--- config.mk ---
export PLATFORM = sky130hd
export DESIGN_NAME = sdclk_gen
export DESIGN_NICKNAME = d
export VERILOG_FILES = /design/src/rtl/sdclk_pkg.sv /design/src/rtl/sdclk_cfg_regs.sv /design/src/rtl/sdclk_ratio_sel.sv /design/src/rtl/sdclk_phase_gen.sv /design/src/rtl/sdclk_gen.sv
export SDC_FILE = /design/constraint.sdc
export NUM_CORES = 1
export LEC_CHECK = 0
export ABC_AREA = 1
export CAP_MARGIN = 15
export CORE_ASPECT_RATIO = 0.9
export CORE_UTILIZATION = 40
export DETAILED_ROUTE_END_ITERATION = 7
export PLACE_DENSITY = 0.61
export SETUP_SLACK_MARGIN = 0.02
export SLEW_MARGIN = 15
export SYNTH_ARGS = -nofsm -noshare
export SYNTH_HDL_FRONTEND = slang
export SYNTH_SLANG_ARGS = --single-unit
export TNS_END_PERCENT = 10
--- constraint.sdc ---
create_clock -name clk_i -period 5.52 [get_ports clk_i]
set_input_delay 1.104 -clock clk_i [delete_from_list [all_inputs] [get_ports clk_i]]
set_output_delay 1.104 -clock clk_i [all_outputs]
set_load 0.01 [all_outputs]
--- src/rtl/sdclk_pkg.sv ---
package sdclk_pkg;
    localparam int unsigned DIV_W_DEF     = 11;
    localparam int unsigned DATA_BITS_DEF = 3;
    localparam int unsigned RESET_DIV_DEF = 507;
    localparam int unsigned SLOW_BIT_DEF  = 3;

    typedef enum logic {
        ADDR_DIVISOR = 1'b0,
        ADDR_HOSTCFG = 1'b1
    } cfg_addr_e;
endpackage

--- src/rtl/sdclk_cfg_regs.sv ---
module sdclk_cfg_regs #(
    parameter int unsigned DIV_W     = sdclk_pkg::DIV_W_DEF,
    parameter int unsigned RESET_DIV = sdclk_pkg::RESET_DIV_DEF,
    parameter int unsigned SLOW_BIT  = sdclk_pkg::SLOW_BIT_DEF
) (
    input  logic             clk_i,
    input  logic             rst_ni,
    input  logic             we_i,
    input  logic             addr_i,
    input  logic [DIV_W-1:0] wdata_i,
    output logic [DIV_W-1:0] div_o,
    output logic             slow_o
);
    typedef struct packed {
        logic [DIV_W-1:0] div;
        logic             slow;
    } regs_t;

    regs_t regs_d, regs_q;

    always_comb begin
        regs_d = regs_q;
        if (we_i) begin
            if (addr_i == sdclk_pkg::ADDR_DIVISOR) begin
                regs_d.div = wdata_i;
            end else begin
                regs_d.slow = wdata_i[SLOW_BIT];
            end
        end
    end

    always_ff @(posedge clk_i or negedge rst_ni) begin
        if (!rst_ni) begin
            regs_q.div  <= DIV_W'(RESET_DIV);
            regs_q.slow <= 1'b0;
        end else begin
            regs_q <= regs_d;
        end
    end

    assign div_o  = regs_q.div;
    assign slow_o = regs_q.slow;
endmodule

--- src/rtl/sdclk_ratio_sel.sv ---
module sdclk_ratio_sel #(
    parameter int unsigned DIV_W     = sdclk_pkg::DIV_W_DEF,
    parameter int unsigned DATA_BITS = sdclk_pkg::DATA_BITS_DEF,
    localparam int unsigned RATIO_W  = DIV_W + 1
) (
    input  logic [DIV_W-1:0]   div_i,
    input  logic               slow_i,
    input  logic               data_mode_i,
    output logic [RATIO_W-1:0] ratio_o
);
    logic [DIV_W-1:0] data_div;
    logic [DIV_W-1:0] eff_div;

    generate
        if (DATA_BITS < DIV_W) begin : g_trunc
            assign data_div = {{(DIV_W-DATA_BITS){1'b0}}, div_i[DATA_BITS-1:0]};
        end else begin : g_full
            assign data_div = div_i;
        end
    endgenerate

    always_comb begin
        eff_div = (data_mode_i && !slow_i) ? data_div : div_i;
        ratio_o = {1'b0, eff_div} + RATIO_W'(2);
    end
endmodule

--- src/rtl/sdclk_phase_gen.sv ---
module sdclk_phase_gen #(
    parameter int unsigned RATIO_W     = sdclk_pkg::DIV_W_DEF + 1,
    parameter int unsigned RESET_RATIO = sdclk_pkg::RESET_DIV_DEF + 2
) (
    input  logic               clk_i,
    input  logic               rst_ni,
    input  logic [RATIO_W-1:0] ratio_nxt_i,
    output logic [RATIO_W-1:0] ratio_o,
    output logic               sd_clk_o,
    output logic               sd_clk_en_o
);
    typedef struct packed {
        logic [RATIO_W-1:0] cnt;
        logic [RATIO_W-1:0] ratio;
        logic               hi;
    } phase_t;

    phase_t st_d, st_q;
    logic   wrap;
    logic   lo_q;
    logic [RATIO_W:0] half;

    always_comb begin
        st_d = st_q;
        wrap = (st_q.cnt == st_q.ratio - RATIO_W'(1));
        if (wrap) begin
            st_d.cnt   = '0;
            st_d.ratio = ratio_nxt_i;
        end else begin
            st_d.cnt = st_q.cnt + RATIO_W'(1);
        end
        half    = ({1'b0, st_d.ratio} + (RATIO_W+1)'(1)) >> 1;
        st_d.hi = ({1'b0, st_d.cnt} < half);
    end

    always_ff @(posedge clk_i or negedge rst_ni) begin
        if (!rst_ni) begin
            st_q.cnt   <= RATIO_W'(RESET_RATIO - 1);
            st_q.ratio <= RATIO_W'(RESET_RATIO);
            st_q.hi    <= 1'b0;
        end else begin
            st_q <= st_d;
        end
    end

    // Half-cycle delayed copy used to trim odd-ratio high phases.
    always_ff @(negedge clk_i or negedge rst_ni) begin
        if (!rst_ni) begin
            lo_q <= 1'b0;
        end else begin
            lo_q <= st_q.hi;
        end
    end

    assign sd_clk_o    = st_q.ratio[0] ? (st_q.hi & lo_q) : st_q.hi;
    assign sd_clk_en_o = wrap;
    assign ratio_o     = st_q.ratio;
endmodule

--- src/rtl/sdclk_gen.sv ---
module sdclk_gen #(
    parameter int unsigned DIV_W     = sdclk_pkg::DIV_W_DEF,
    parameter int unsigned DATA_BITS = sdclk_pkg::DATA_BITS_DEF,
    parameter int unsigned RESET_DIV = sdclk_pkg::RESET_DIV_DEF,
    parameter int unsigned SLOW_BIT  = sdclk_pkg::SLOW_BIT_DEF
) (
    input  logic             clk_i,
    input  logic             rst_ni,
    input  logic             cfg_we_i,
    input  logic             cfg_addr_i,
    input  logic [DIV_W-1:0] cfg_wdata_i,
    input  logic             data_mode_i,
    output logic             sd_clk_o,
    output logic             sd_clk_en_o
);
    localparam int unsigned RATIO_W     = DIV_W + 1;
    localparam int unsigned RESET_RATIO = RESET_DIV + 2;

    logic [DIV_W-1:0]   div_q;
    logic               slow_card_q;
    logic [RATIO_W-1:0] ratio_nxt;
    logic [RATIO_W-1:0] ratio_q;

    sdclk_cfg_regs #(
        .DIV_W     (DIV_W),
        .RESET_DIV (RESET_DIV),
        .SLOW_BIT  (SLOW_BIT)
    ) u_regs (
        .clk_i   (clk_i),
        .rst_ni  (rst_ni),
        .we_i    (cfg_we_i),
        .addr_i  (cfg_addr_i),
        .wdata_i (cfg_wdata_i),
        .div_o   (div_q),
        .slow_o  (slow_card_q)
    );

    sdclk_ratio_sel #(
        .DIV_W     (DIV_W),
        .DATA_BITS (DATA_BITS)
    ) u_sel (
        .div_i       (div_q),
        .slow_i      (slow_card_q),
        .data_mode_i (data_mode_i),
        .ratio_o     (ratio_nxt)
    );

    sdclk_phase_gen #(
        .RATIO_W     (RATIO_W),
        .RESET_RATIO (RESET_RATIO)
    ) u_phase (
        .clk_i       (clk_i),
        .rst_ni      (rst_ni),
        .ratio_nxt_i (ratio_nxt),
        .ratio_o     (ratio_q),
        .sd_clk_o    (sd_clk_o),
        .sd_clk_en_o (sd_clk_en_o)
    );
endmodule

==> results.yml <==
status:
  status: "finished, final reports clean"
worst_setup_path:
  required_ns: 4.42
  critPathTopFamily: "buffers and inverters"
  crit_path_max_fanout: 1
  end_kind: "output port"
  cp.arrival_ns: 4.09
  slowest_delay_ns: 0.53
  cp_slowest_cell: "clkdlybuf4s50_1"
  worst-path-buf-inv: 1
  critPathKind: "flip-flop to output port"
  path_cells: "o21a_1 -> clkdlybuf4s50_1"
  critPathLaunchType: "flip-flop"
sta:
  finalClockSkew_ns: 0.00818
  setup-violations-final: 0
  grt_setup_unrepaired: "false"
  hold_slack_ns: 0.492
  final-max-slew-violation-count: 0
  hold_viol: 0
  slew_headroom_pct: 66.8
  final.setup.tns_ns: 0
  worst_slew_pin_slew_ns: 0.497
logic_synthesis:
  synthTopCellsByArea: "nand2_1 19%, dfstp_2 19%, dfrtp_1 11%"
  synth_area_mm2: 0.00325
  synth.distinct_cells: 33
  synth_cells: 495
  synth_warnings: 0
  syn-num-nets: 526
  ys_ff_latch: 38
  seq_area_frac_synth_pct: 30.2
  yosys.area.top_type_share_pct: 19.0
  synth_area_leader_cell: "nand2_1"
  syn-mean-instance-area_um2: 6.56
global_route:
  grt_util_met2_pct: 33.6
  antenna_found_initial: 0
  grt_pass1_wl_um: 13200
  grt_max_degree: 38
  first_global_vias: 2879
  grtUsageTotal_pct: 19.9
  grt-ovfl-total: 0
  met1_usage_pct: 25.5
  gr-usage-met3_pct: 2.81
  busiest_layer: "met2"
drt:
  wl_per_cell_um: 12.8
  ant_nets: 0
  drcViolationCount: 0
  wirelength_um: 7830
  vias: 3041
  vias_per_cell: 4.96
  first_iter_violations: 191
  first_pass_iters: 4
power:
  p_leak_nw: 1.92
  power_w: 0.000582
  ir_drop_mv: 0.0996
  power_density_mw_per_mm2: 161
cells_and_area:
  final_common_cell: "nand2_1"
  layout_common_cells: "164 x nand2_1, 75 x inv_1, 51 x nor2_1"
  area_growth_pct: 11.3
  nNetsFinal: 547
  finalInstanceArea_mm2: 0.00362
  n_antenna_cell: 0
  drive_gt1_share_pct: 15.3
die:
  die_x_um: 97.0
  dieHeight_um: 87.5
  start_util_pct: 42.2
  core-area_mm2: 0.00769
  num_io_pins: 18
  fp-row-count: 30
  die_area_mm2: 0.00849
clocking:
  cts_tree: "yes"
  hold_buffers: 0
  cts_buffers: 5
  path_clk_slew_ns: 0.07
  cts_root_buf: "clkbuf_8"
  clk_latency_ns: 0.30
  cts_setup_buffers: 0
  htree_levels: 2
  ctsResizeCount: 0
  cts.sinks: 38
  clock_path_buffers: 2
flow_run:
  cap_violations: 0
placement:
  place_congestion: 0.906
  dp_hpwl_um: 6370
  io_buffer_count: 17
  place_area_mm2: 0.00352
worst_hold_path:
  hold_class: "flip-flop to flip-flop"
## through the flow
| stage | util [%] | cells | setup slack [ns] |
|---|---|---|---|
| detailed placement | 45.8 | 605 | 0.646 |
| global placement | 45.8 | 605 | 0.649 |
| floorplan | - | 495 | 1.13 |
| CTS | 47.0 | 613 | 0.315 |
| global route | 47.0 | 613 | 0.305 |
| finish | 47.0 | 613 | 0.329 |
## cells by family after synthesis
| kind of cell | Yosys count | share of synthesized area, % |
|---|---|---|
| and+or+nand+nor | 311 | 43.4 |
| AOI/OAI and AO/OA | 24 | 4.12 |
| muxes | 6 | 2.08 |
| DFF | 38 | 30.2 |
| xor gates and xnor gates | 14 | 4.01 |
| adders and majority gates | 15 | 5.78 |
| buffers and inverters | 87 | 10.4 |
## registers in the layout (all words and copies together), names as in the netlist
register	cells
u_phase.lo_q	1
u_regs.slow_o	1
u_regs.div_o	11
u_phase.ratio_o	12
u_phase.st_q	13
## worst reg2reg max path: cells and delay by family, from the launching register on
kind | cells | cell delay (ns)
and+or+nand+nor | 16 | 1.81
AOI/OAI and AO/OA | 4 | 0.66
adders and majority gates | 3 | 0.81
DFF | 1 | 0.53
buffers and inverters | 4 | 0.50
## worst paths after layout
check	start	endpoint	slack, ns	depth (start not counted)
worst max-delay path	u_phase.lo_q	sd_clk_o	0.33	2
max in group asynchronous	rst_ni	u_phase.lo_q	2.13	1
worst min-delay path	u_regs.div_o[7]	u_regs.div_o[7]	0.49	2
worst min register to register	u_regs.div_o[7]	u_regs.div_o[7]	0.49	2
worst max register to register	u_phase.ratio_o[0]	u_phase.st_q[0]	1.13	27
min in group asynchronous	rst_ni	u_phase.st_q[23]	0.92	2
## cell type report
class / instances / area (µm²)
Clock inverter: 1 / 5.00
Fill cell: 786 / 4080
Inverter: 80 / 300
Sequential cell: 38 / 980
Multi-Input combinational cell: 370 / 1930
Tap cell: 96 / 120
Clock buffer: 7 / 86.3
Timing Repair Buffer: 21 / 195
## report_power, final
part           switching [W]   total, W  leakage (nW)  internal [W]
Combinational      0.0000414  0.0000740          1.45     0.0000326
Sequential        0.00000947   0.000306         0.415      0.000297
Clock               0.000101   0.000202        0.0482      0.000101
## synth_stat cells (all sizes together)
| master | count |
|---|---|
| o21a | 1 |
| a31oi | 1 |
| buf | 5 |
| or2 | 3 |
| nand2 | 172 |
| a21oi | 11 |
| dfrtp | 14 |
| clkbuf | 2 |
| dfrtn | 1 |
| nor3 | 5 |
| dfstp | 23 |
| o21ai | 9 |
| nor2 | 68 |
| ha | 15 |
| nand3b | 2 |
| nand3 | 41 |
| a211oi | 1 |
| xnor2 | 5 |
| mux2 | 6 |
| xor2 | 9 |
| o221ai | 1 |
| inv | 80 |
| nand4 | 20 |
## metal layers
| metal | vias to the layer above | wire [µm] | share of wire, % |
|---|---|---|---|
| met5 | - | 0 | 0 |
| met4 | 0 | 278 | 3.6 |
| met3 | 20 | 293 | 3.7 |
| met2 | 71 | 3480 | 44 |
| met1 | 1358 | 3780 | 48 |
| li1 | 1592 | - | - |
No activity file was read; power rests on OpenSTA's default activity.
